==> src/rtl/fcmp_pkg.sv <==
package fcmp_pkg;

    localparam int OP_W   = 64;
    localparam int MAG_W  = OP_W - 1;
    localparam int MASK_W = 32;
    localparam int SP_W   = 32;

    // Mask bit positions (decoded by the consumer of the mask)
    localparam int B_UN  = 0;
    localparam int B_ORD = 1;
    localparam int B_EQ  = 2;
    localparam int B_NE  = 3;
    localparam int B_GT  = 4;
    localparam int B_LE  = 5;
    localparam int B_LT  = 6;
    localparam int B_GE  = 7;
    localparam int B_OUT = 8;
    localparam int B_INB = 9;
    localparam int B_IN  = 10;
    localparam int B_OUB = 11;
    localparam int B_UE  = 12;
    localparam int B_LG  = 13;
    localparam int B_UG  = 14;
    localparam int B_ULE = 15;
    localparam int B_UL  = 16;
    localparam int B_UGE = 17;
    localparam int EXT_LO = B_UE;
    localparam int EXT_HI = B_UGE;

    typedef enum logic [1:0] {
        REL_EQ = 2'd0,
        REL_LT = 2'd1,
        REL_GT = 2'd2
    } rel_e;

    typedef struct packed {
        logic             sign;
        logic [MAG_W-1:0] mag;
        logic             zero;
        logic             nan;
        logic             snan;
    } fp_info_t;

    // Single-precision NaN test: value shifted left by one exceeds 0xFF000000
    function automatic logic sp_is_nan(input logic [SP_W-1:0] v);
        return {v[SP_W-2:0], 1'b0} > 32'hFF00_0000;
    endfunction

    function automatic logic sp_is_snan(input logic [SP_W-1:0] v);
        return (v[30:22] == 9'h1FE) && (|v[21:0]);
    endfunction

endpackage

==> src/rtl/fcmp_classify.sv <==
module fcmp_classify
    import fcmp_pkg::*;
(
    input  logic [OP_W-1:0] op_i,
    input  logic            dbl_i,
    output fp_info_t        info_o
);
    localparam int DP_EXP_HI = OP_W - 2;
    localparam int DP_EXP_LO = 52;
    localparam int DP_QBIT   = DP_EXP_LO - 1;

    logic dp_exp_ones;
    logic dp_frac_nz;

    always_comb begin
        dp_exp_ones = &op_i[DP_EXP_HI:DP_EXP_LO];
        dp_frac_nz  = |op_i[DP_QBIT:0];
        info_o      = '0;
        if (dbl_i) begin
            info_o.sign = op_i[OP_W-1];
            info_o.mag  = op_i[MAG_W-1:0];
            info_o.nan  = dp_exp_ones && dp_frac_nz;
            info_o.snan = dp_exp_ones && dp_frac_nz && !op_i[DP_QBIT];
        end else begin
            info_o.sign = op_i[SP_W-1];
            info_o.mag  = {{(MAG_W-SP_W+1){1'b0}}, op_i[SP_W-2:0]};
            info_o.nan  = sp_is_nan(op_i[SP_W-1:0]);
            info_o.snan = sp_is_snan(op_i[SP_W-1:0]);
        end
        info_o.zero = (info_o.mag == '0);
    end
endmodule

==> src/rtl/fcmp_order.sv <==
module fcmp_order
    import fcmp_pkg::*;
(
    input  logic             a_sign_i,
    input  logic [MAG_W-1:0] a_mag_i,
    input  logic             a_zero_i,
    input  logic             b_sign_i,
    input  logic [MAG_W-1:0] b_mag_i,
    input  logic             b_zero_i,
    output rel_e             rel_o
);
    logic mag_lt;
    logic mag_eq;

    always_comb begin
        mag_lt = a_mag_i < b_mag_i;
        mag_eq = a_mag_i == b_mag_i;
        if (a_zero_i && b_zero_i)
            rel_o = REL_EQ;
        else if (a_sign_i != b_sign_i)
            rel_o = a_sign_i ? REL_LT : REL_GT;
        else if (mag_eq)
            rel_o = REL_EQ;
        else if (mag_lt ^ a_sign_i)
            rel_o = REL_LT;
        else
            rel_o = REL_GT;
    end
endmodule

==> src/rtl/fcmp_mask_build.sv <==
module fcmp_mask_build
    import fcmp_pkg::*;
(
    input  logic              a_nan_i,
    input  logic              a_snan_i,
    input  logic              a_zero_i,
    input  logic              a_sign_i,
    input  logic              b_nan_i,
    input  logic              b_snan_i,
    input  logic              b_sign_i,
    input  rel_e              rel_i,
    input  logic              ucmp_i,
    input  logic              legacy_i,
    output logic [MASK_W-1:0] mask_o,
    output logic              invalid_o
);
    logic [MASK_W-1:0] m;

    always_comb begin
        m         = '0;
        invalid_o = 1'b0;
        if (a_nan_i || b_nan_i) begin
            m[B_UN]  = 1'b1;
            m[B_NE]  = 1'b1;
            m[B_UE]  = 1'b1;
            m[B_UG]  = 1'b1;
            m[B_ULE] = 1'b1;
            m[B_UL]  = 1'b1;
            m[B_UGE] = 1'b1;
            // operand a has priority in deciding the flag
            invalid_o = a_nan_i ? (!ucmp_i || a_snan_i) : (!ucmp_i || b_snan_i);
        end else begin
            m[B_ORD] = 1'b1;
            unique case (rel_i)
                REL_EQ: begin
                    m[B_EQ] = 1'b1; m[B_LE] = 1'b1; m[B_GE] = 1'b1;
                    m[B_UE] = 1'b1; m[B_ULE] = 1'b1; m[B_UGE] = 1'b1;
                end
                REL_LT: begin
                    m[B_LT] = 1'b1; m[B_NE] = 1'b1; m[B_LE] = 1'b1;
                    m[B_LG] = 1'b1; m[B_ULE] = 1'b1; m[B_UL] = 1'b1;
                end
                default: begin
                    m[B_GT] = 1'b1; m[B_NE] = 1'b1; m[B_GE] = 1'b1;
                    m[B_LG] = 1'b1; m[B_UG] = 1'b1; m[B_UGE] = 1'b1;
                end
            endcase
            // range test of a against [0, b], only for non-negative b
            if (!b_sign_i) begin
                if (rel_i == REL_EQ || a_zero_i) begin
                    m[B_INB] = 1'b1; m[B_OUB] = 1'b1;
                end else if (rel_i == REL_GT || a_sign_i) begin
                    m[B_OUT] = 1'b1; m[B_OUB] = 1'b1;
                end else begin
                    m[B_INB] = 1'b1; m[B_IN] = 1'b1;
                end
            end
        end
        if (legacy_i)
            m[EXT_HI:EXT_LO] = '0;
        mask_o = m;
    end
endmodule

==> src/rtl/fcmp_mask_unit.sv <==
module fcmp_mask_unit
    import fcmp_pkg::*;
(
    input  logic              clk,
    input  logic              rst,
    input  logic              start_i,
    input  logic              dbl_i,
    input  logic              ucmp_i,
    input  logic              legacy_i,
    input  logic [OP_W-1:0]   opa_i,
    input  logic [OP_W-1:0]   opb_i,
    output logic [MASK_W-1:0] mask_o,
    output logic              done_o,
    output logic              invalid_o
);
    fp_info_t          info [2];
    rel_e              rel;
    logic [MASK_W-1:0] mask_d;
    logic              inv_d;

    for (genvar g = 0; g < 2; g++) begin : g_cls
        fcmp_classify u_cls (
            .op_i   (g == 0 ? opa_i : opb_i),
            .dbl_i  (dbl_i),
            .info_o (info[g])
        );
    end

    fcmp_order u_ord (
        .a_sign_i (info[0].sign),
        .a_mag_i  (info[0].mag),
        .a_zero_i (info[0].zero),
        .b_sign_i (info[1].sign),
        .b_mag_i  (info[1].mag),
        .b_zero_i (info[1].zero),
        .rel_o    (rel)
    );

    fcmp_mask_build u_bld (
        .a_nan_i   (info[0].nan),
        .a_snan_i  (info[0].snan),
        .a_zero_i  (info[0].zero),
        .a_sign_i  (info[0].sign),
        .b_nan_i   (info[1].nan),
        .b_snan_i  (info[1].snan),
        .b_sign_i  (info[1].sign),
        .rel_i     (rel),
        .ucmp_i    (ucmp_i),
        .legacy_i  (legacy_i),
        .mask_o    (mask_d),
        .invalid_o (inv_d)
    );

    always_ff @(posedge clk) begin
        if (rst) begin
            mask_o    <= '0;
            invalid_o <= 1'b0;
            done_o    <= 1'b0;
        end else begin
            done_o <= start_i;
            if (start_i) begin
                mask_o    <= mask_d;
                invalid_o <= inv_d;
            end
        end
    end

    // results hold while no strobe is sampled
    p_hold_r2: assert property (@(posedge clk) disable iff (rst)
        !start_i |=> $stable(mask_o) && $stable(invalid_o));

    // ordered results carry exactly one of equal, less, greater
    p_one_rel_r5: assert property (@(posedge clk) disable iff (rst)
        done_o && !mask_o[B_UN] |-> $countones({mask_o[B_EQ], mask_o[B_LT], mask_o[B_GT]}) == 1);

    // unordered results carry no range bits and no ordered bit
    p_un_no_range_r3: assert property (@(posedge clk) disable iff (rst)
        done_o && mask_o[B_UN] |-> mask_o[B_OUB:B_OUT] == '0 && !mask_o[B_ORD]);

    // legacy mode clears the extended predicates
    p_legacy_r7: assert property (@(posedge clk) disable iff (rst)
        start_i && legacy_i |=> mask_o[EXT_HI:EXT_LO] == '0);

    // inside and outside never both asserted
    p_range_excl_r9: assert property (@(posedge clk) disable iff (rst)
        done_o |-> !(mask_o[B_OUT] && mask_o[B_INB]) && (!mask_o[B_IN] || mask_o[B_INB]));

    // upper mask bits are unused
    p_upper_zero_r10: assert property (@(posedge clk) disable iff (rst)
        mask_o[MASK_W-1:EXT_HI+1] == '0);

    // ordered operands never raise invalid
    p_inv_ordered_r4: assert property (@(posedge clk) disable iff (rst)
        done_o && !mask_o[B_UN] |-> !invalid_o);
endmodule

==> config.mk <==
export PLATFORM = sky130hd
export DESIGN_NAME = fcmp_mask_unit
export DESIGN_NICKNAME = d
export VERILOG_FILES = /design/src/rtl/fcmp_pkg.sv /design/src/rtl/fcmp_classify.sv /design/src/rtl/fcmp_order.sv /design/src/rtl/fcmp_mask_build.sv /design/src/rtl/fcmp_mask_unit.sv
export SDC_FILE = /design/constraint.sdc
export NUM_CORES = 1
export LEC_CHECK = 0
export ABC_AREA = 1
export BUFFER_PORTS_ARGS = -buffer_cell sky130_fd_sc_hd__buf_2
export CORE_UTILIZATION = 49
export DETAILED_ROUTE_END_ITERATION = 7
export PLACE_DENSITY = 0.81
export SLEW_MARGIN = 0
export SYNTH_ARGS = -nofsm -noshare
export SYNTH_HDL_FRONTEND = slang
export SYNTH_HIERARCHICAL = 1
export SYNTH_SLANG_ARGS = --single-unit
==> constraint.sdc <==
create_clock -name clk -period 2.6 [get_ports clk]
set_clock_uncertainty 0.15 [all_clocks]
set_input_delay 0.26 -clock clk [delete_from_list [all_inputs] [get_ports clk]]
set_output_delay 0.26 -clock clk [all_outputs]
set_load 0.01 [all_outputs]
==> results.json <==
{
  "cpMostUsedCell": "nand2_1",
  "ir_drop_mv": 0.484,
  "coreArea_um2": 10900,
  "path_clk_slew_ns": 0.05,
  "violations": "negative setup slack",
  "syn2layout_area_growth_pct": 35.6,
  "pin_count": 168,
  "grt_max_degree": 38,
  "holdWs_ns": 0.00500,
  "cts_tree": "done",
  "htreeDepth": 2,
  "path_class": "input port to register",
  "start_util": 0.507,
  "crit_path_top_delay_cell": "ha_4",
  "grt_overflow_total": 0,
  "synth-seq-cells": 34,
  "dieArea_um2": 11700,
  "period_share": 1.14,
  "avgSynthCellArea_um2": 5.58,
  "fillers": 897,
  "critical-path-max-stage-delay_ns": 0.25,
  "syn_area_um2": 5540,
  "hold_viol": 0,
  "rsz0062_at_grt": "yes",
  "routed_via_density": 4.93,
  "synth_cells": 992,
  "critical_path_buf_inv_count": 5,
  "fin_ws_ns": -0.367,
  "start_kind": "input port",
  "fp-row-count": 38,
  "portBuffers": 167,
  "cts_max_path_buffers": 2,
  "grt_pass1_vias": 6094,
  "layout_min_cycle_time_ns": 2.97,
  "yosysWarnings": 6,
  "hp-class": "input port to register",
  "die_x_um": 108,
  "grt_pass1_wl_um": 25800,
  "power_density_nw_per_um2": 318,
  "drc_errors": 0,
  "cts_hold_buf": 0,
  "wirelength_um": 18000,
  "required_ns": 2.65,
  "numCtsBuffers": 5,
  "post_dp_cell_area_um2": 6270,
  "insertion_delay_ns": 0.27,
  "cts.sinks": 34,
  "worst_slew_pin_slew_ns": 0.619,
  "drtAntennaViolNets": 0,
  "cp_top_family": "simple AND/OR/NAND/NOR gates",
  "regArea_um2": 681,
  "n_antenna_cell": 0,
  "grt_usage": 0.273,
  "drive_gt1_frac": 0.383,
  "routed-via-count": 6403,
  "clock-root-buffer": "clkbuf_16",
  "setup-violations-final": 16,
  "fmax_ghz": 0.337,
  "p_leak_uw": 0.00441,
  "gp_congestion": 0.944,
  "antenna_found_initial": 0,
  "seq_area_frac_synth": 0.123,
  "maxSlewViolCount": 0,
  "place_hpwl_um": 11100,
  "ys_types": 29,
  "cap_viol_max_count": 0,
  "critPathMaxFanout": 6,
  "final_area_um2": 7510,
  "status": "complete, but fails checks",
  "layout.nets": 1356,
  "die_y_um": 108,
  "drt-initial-drc-count": 429,
  "wl_per_cell_um": 13.8,
  "relSlewSlack": 0.587,
  "end_kind": "register",
  "crit_chain": "buf_16 -> buf_16 -> nand2_2 -> inv_1 -> ha_4 -> a21oi_1 -> nor2_1 -> nor2_1 -> nand2_1 -> nand2_1 -> nand2_2 -> a21oi_4 -> nand2_2 -> nand2_2 -> nand3_2 -> a21oi_4 -> inv_2 -> a21oi_2 -> nand2_1 -> nor2_1 -> inv_1 -> nand2_1 -> nand2_1 -> nor2_1",
  "arrival_ns": 3.02,
  "first_pass_iters": 5,
  "multi_input_area_um2": 4020
}
## timing repair
action                     4_1_cts  5_1_grt
gates cloned                    10        0
gates resized for setup         86      104
setup endpoints to repair       11       16
buffers inserted                10        5
pin swaps                       44       63
## cell families after synthesis
kind of cell,share of synthesized area
AOI/OAI and AO/OA,0.0418
other,0.000677
DFF,0.123
and+or+nand+nor,0.415
buffers and inverters,0.278
adders and majority gates,0.142
## Yosys cell counts
cell | count | area [um^2]
nand2_1 | 288 | 1080
dfxtp_1 | 34 | 681
buf_8 | 4 | 60.1
nor3_1 | 13 | 65.1
nand3_1 | 12 | 60.1
buf_6 | 4 | 45.0
nor2_1 | 172 | 646
nand3_2 | 5 | 50.1
nand4_1 | 15 | 93.8
nor2_2 | 8 | 50.1
conb_1 | 1 | 3.75
a21oi_4 | 1 | 16.3
nor3_2 | 4 | 40.0
a21o_1 | 4 | 30.0
ha_1 | 63 | 788
a31oi_1 | 2 | 12.5
or2_0 | 4 | 25.0
nand2_2 | 16 | 100
a21oi_2 | 2 | 17.5
and2_0 | 2 | 12.5
o21ai_0 | 4 | 20.0
buf_2 | 6 | 30.0
inv_2 | 20 | 75.1
nor2_4 | 2 | 22.5
buf_4 | 80 | 601
inv_1 | 194 | 728
a21oi_1 | 27 | 135
nor4_1 | 2 | 12.5
nand4_2 | 3 | 37.5
## placed cells by master (no fill, tap or decap), types with 3 or more instances in the layout
cell type,instances
nand4_1,15
clkbuf_16,5
nor2_4,5
or2_0,4
nand3_2,7
a21oi_2,7
inv_1,155
buf_2,166
buf_6,5
a21o_1,4
nor3_1,13
ha_1,39
dfxtp_1,34
conb_1,14
nand2_2,54
a21oi_4,3
buf_12,5
nor2_2,12
a21oi_1,20
o21ai_0,3
nor2_1,165
inv_2,53
nand2_4,15
nand2_1,234
nand3_1,9
inv_4,6
buf_4,55
buf_16,10
ha_4,24
## cell type report
cell class / count / share of cell area
Tap cell: 140 / 0.0233
Timing Repair Buffer: 241 / 0.223
Clock inverter: 1 / 0.000666
Inverter: 214 / 0.109
Sequential cell: 34 / 0.0906
Multi-Input combinational cell: 663 / 0.535
Clock buffer: 7 / 0.0190
## registers in the layout, indices dropped and copies added (netlist names)
signal / count
mask_o: 32
done_o: 1
invalid_o: 1
## worst paths after layout
kind	slack (ns)	end	cells after the start	from
max	-0.37	mask_o[10]	24	dbl_i
min	0.005	done_o	2	rst
max reg2reg	1.82	mask_o[10]	2	mask_o[10]
min reg2reg	0.31	mask_o[2]	2	mask_o[2]
## metal layers
layer,share of wire,global-route usage,vias up
met5,0,0,-
met4,0.054,0.0936,0
met3,0.070,0.0374,101
met2,0.49,0.520,346
met1,0.39,0.308,2767
li1,-,-,3189
## through the flow
| stage | setup TNS [ns] | util | instances | setup slack, ns | power, uW |
|---|---|---|---|---|---|
| after floorplan | 0 | - | 1005 | 0.0146 | 1220 |
| after global placement | -3.94 | 0.573 | 1268 | -0.307 | 1440 |
| after detailed placement | -4.85 | 0.573 | 1268 | -0.401 | 1460 |
| after CTS | -0.289 | 0.652 | 1296 | -0.0806 | 2210 |
| after global routing | -5.80 | 0.687 | 1300 | -0.503 | 2540 |
| final | -3.56 | 0.687 | 1300 | -0.367 | 2390 |
## where the power goes
group / internal [uW] / total [uW] / switching, uW
Combinational: 545 / 1220 / 678
Sequential: 562 / 581 / 19.1
Clock: 379 / 584 / 205
Total: 1490 / 2390 / 902
Note: power is estimated with default switching activity, not from simulation.
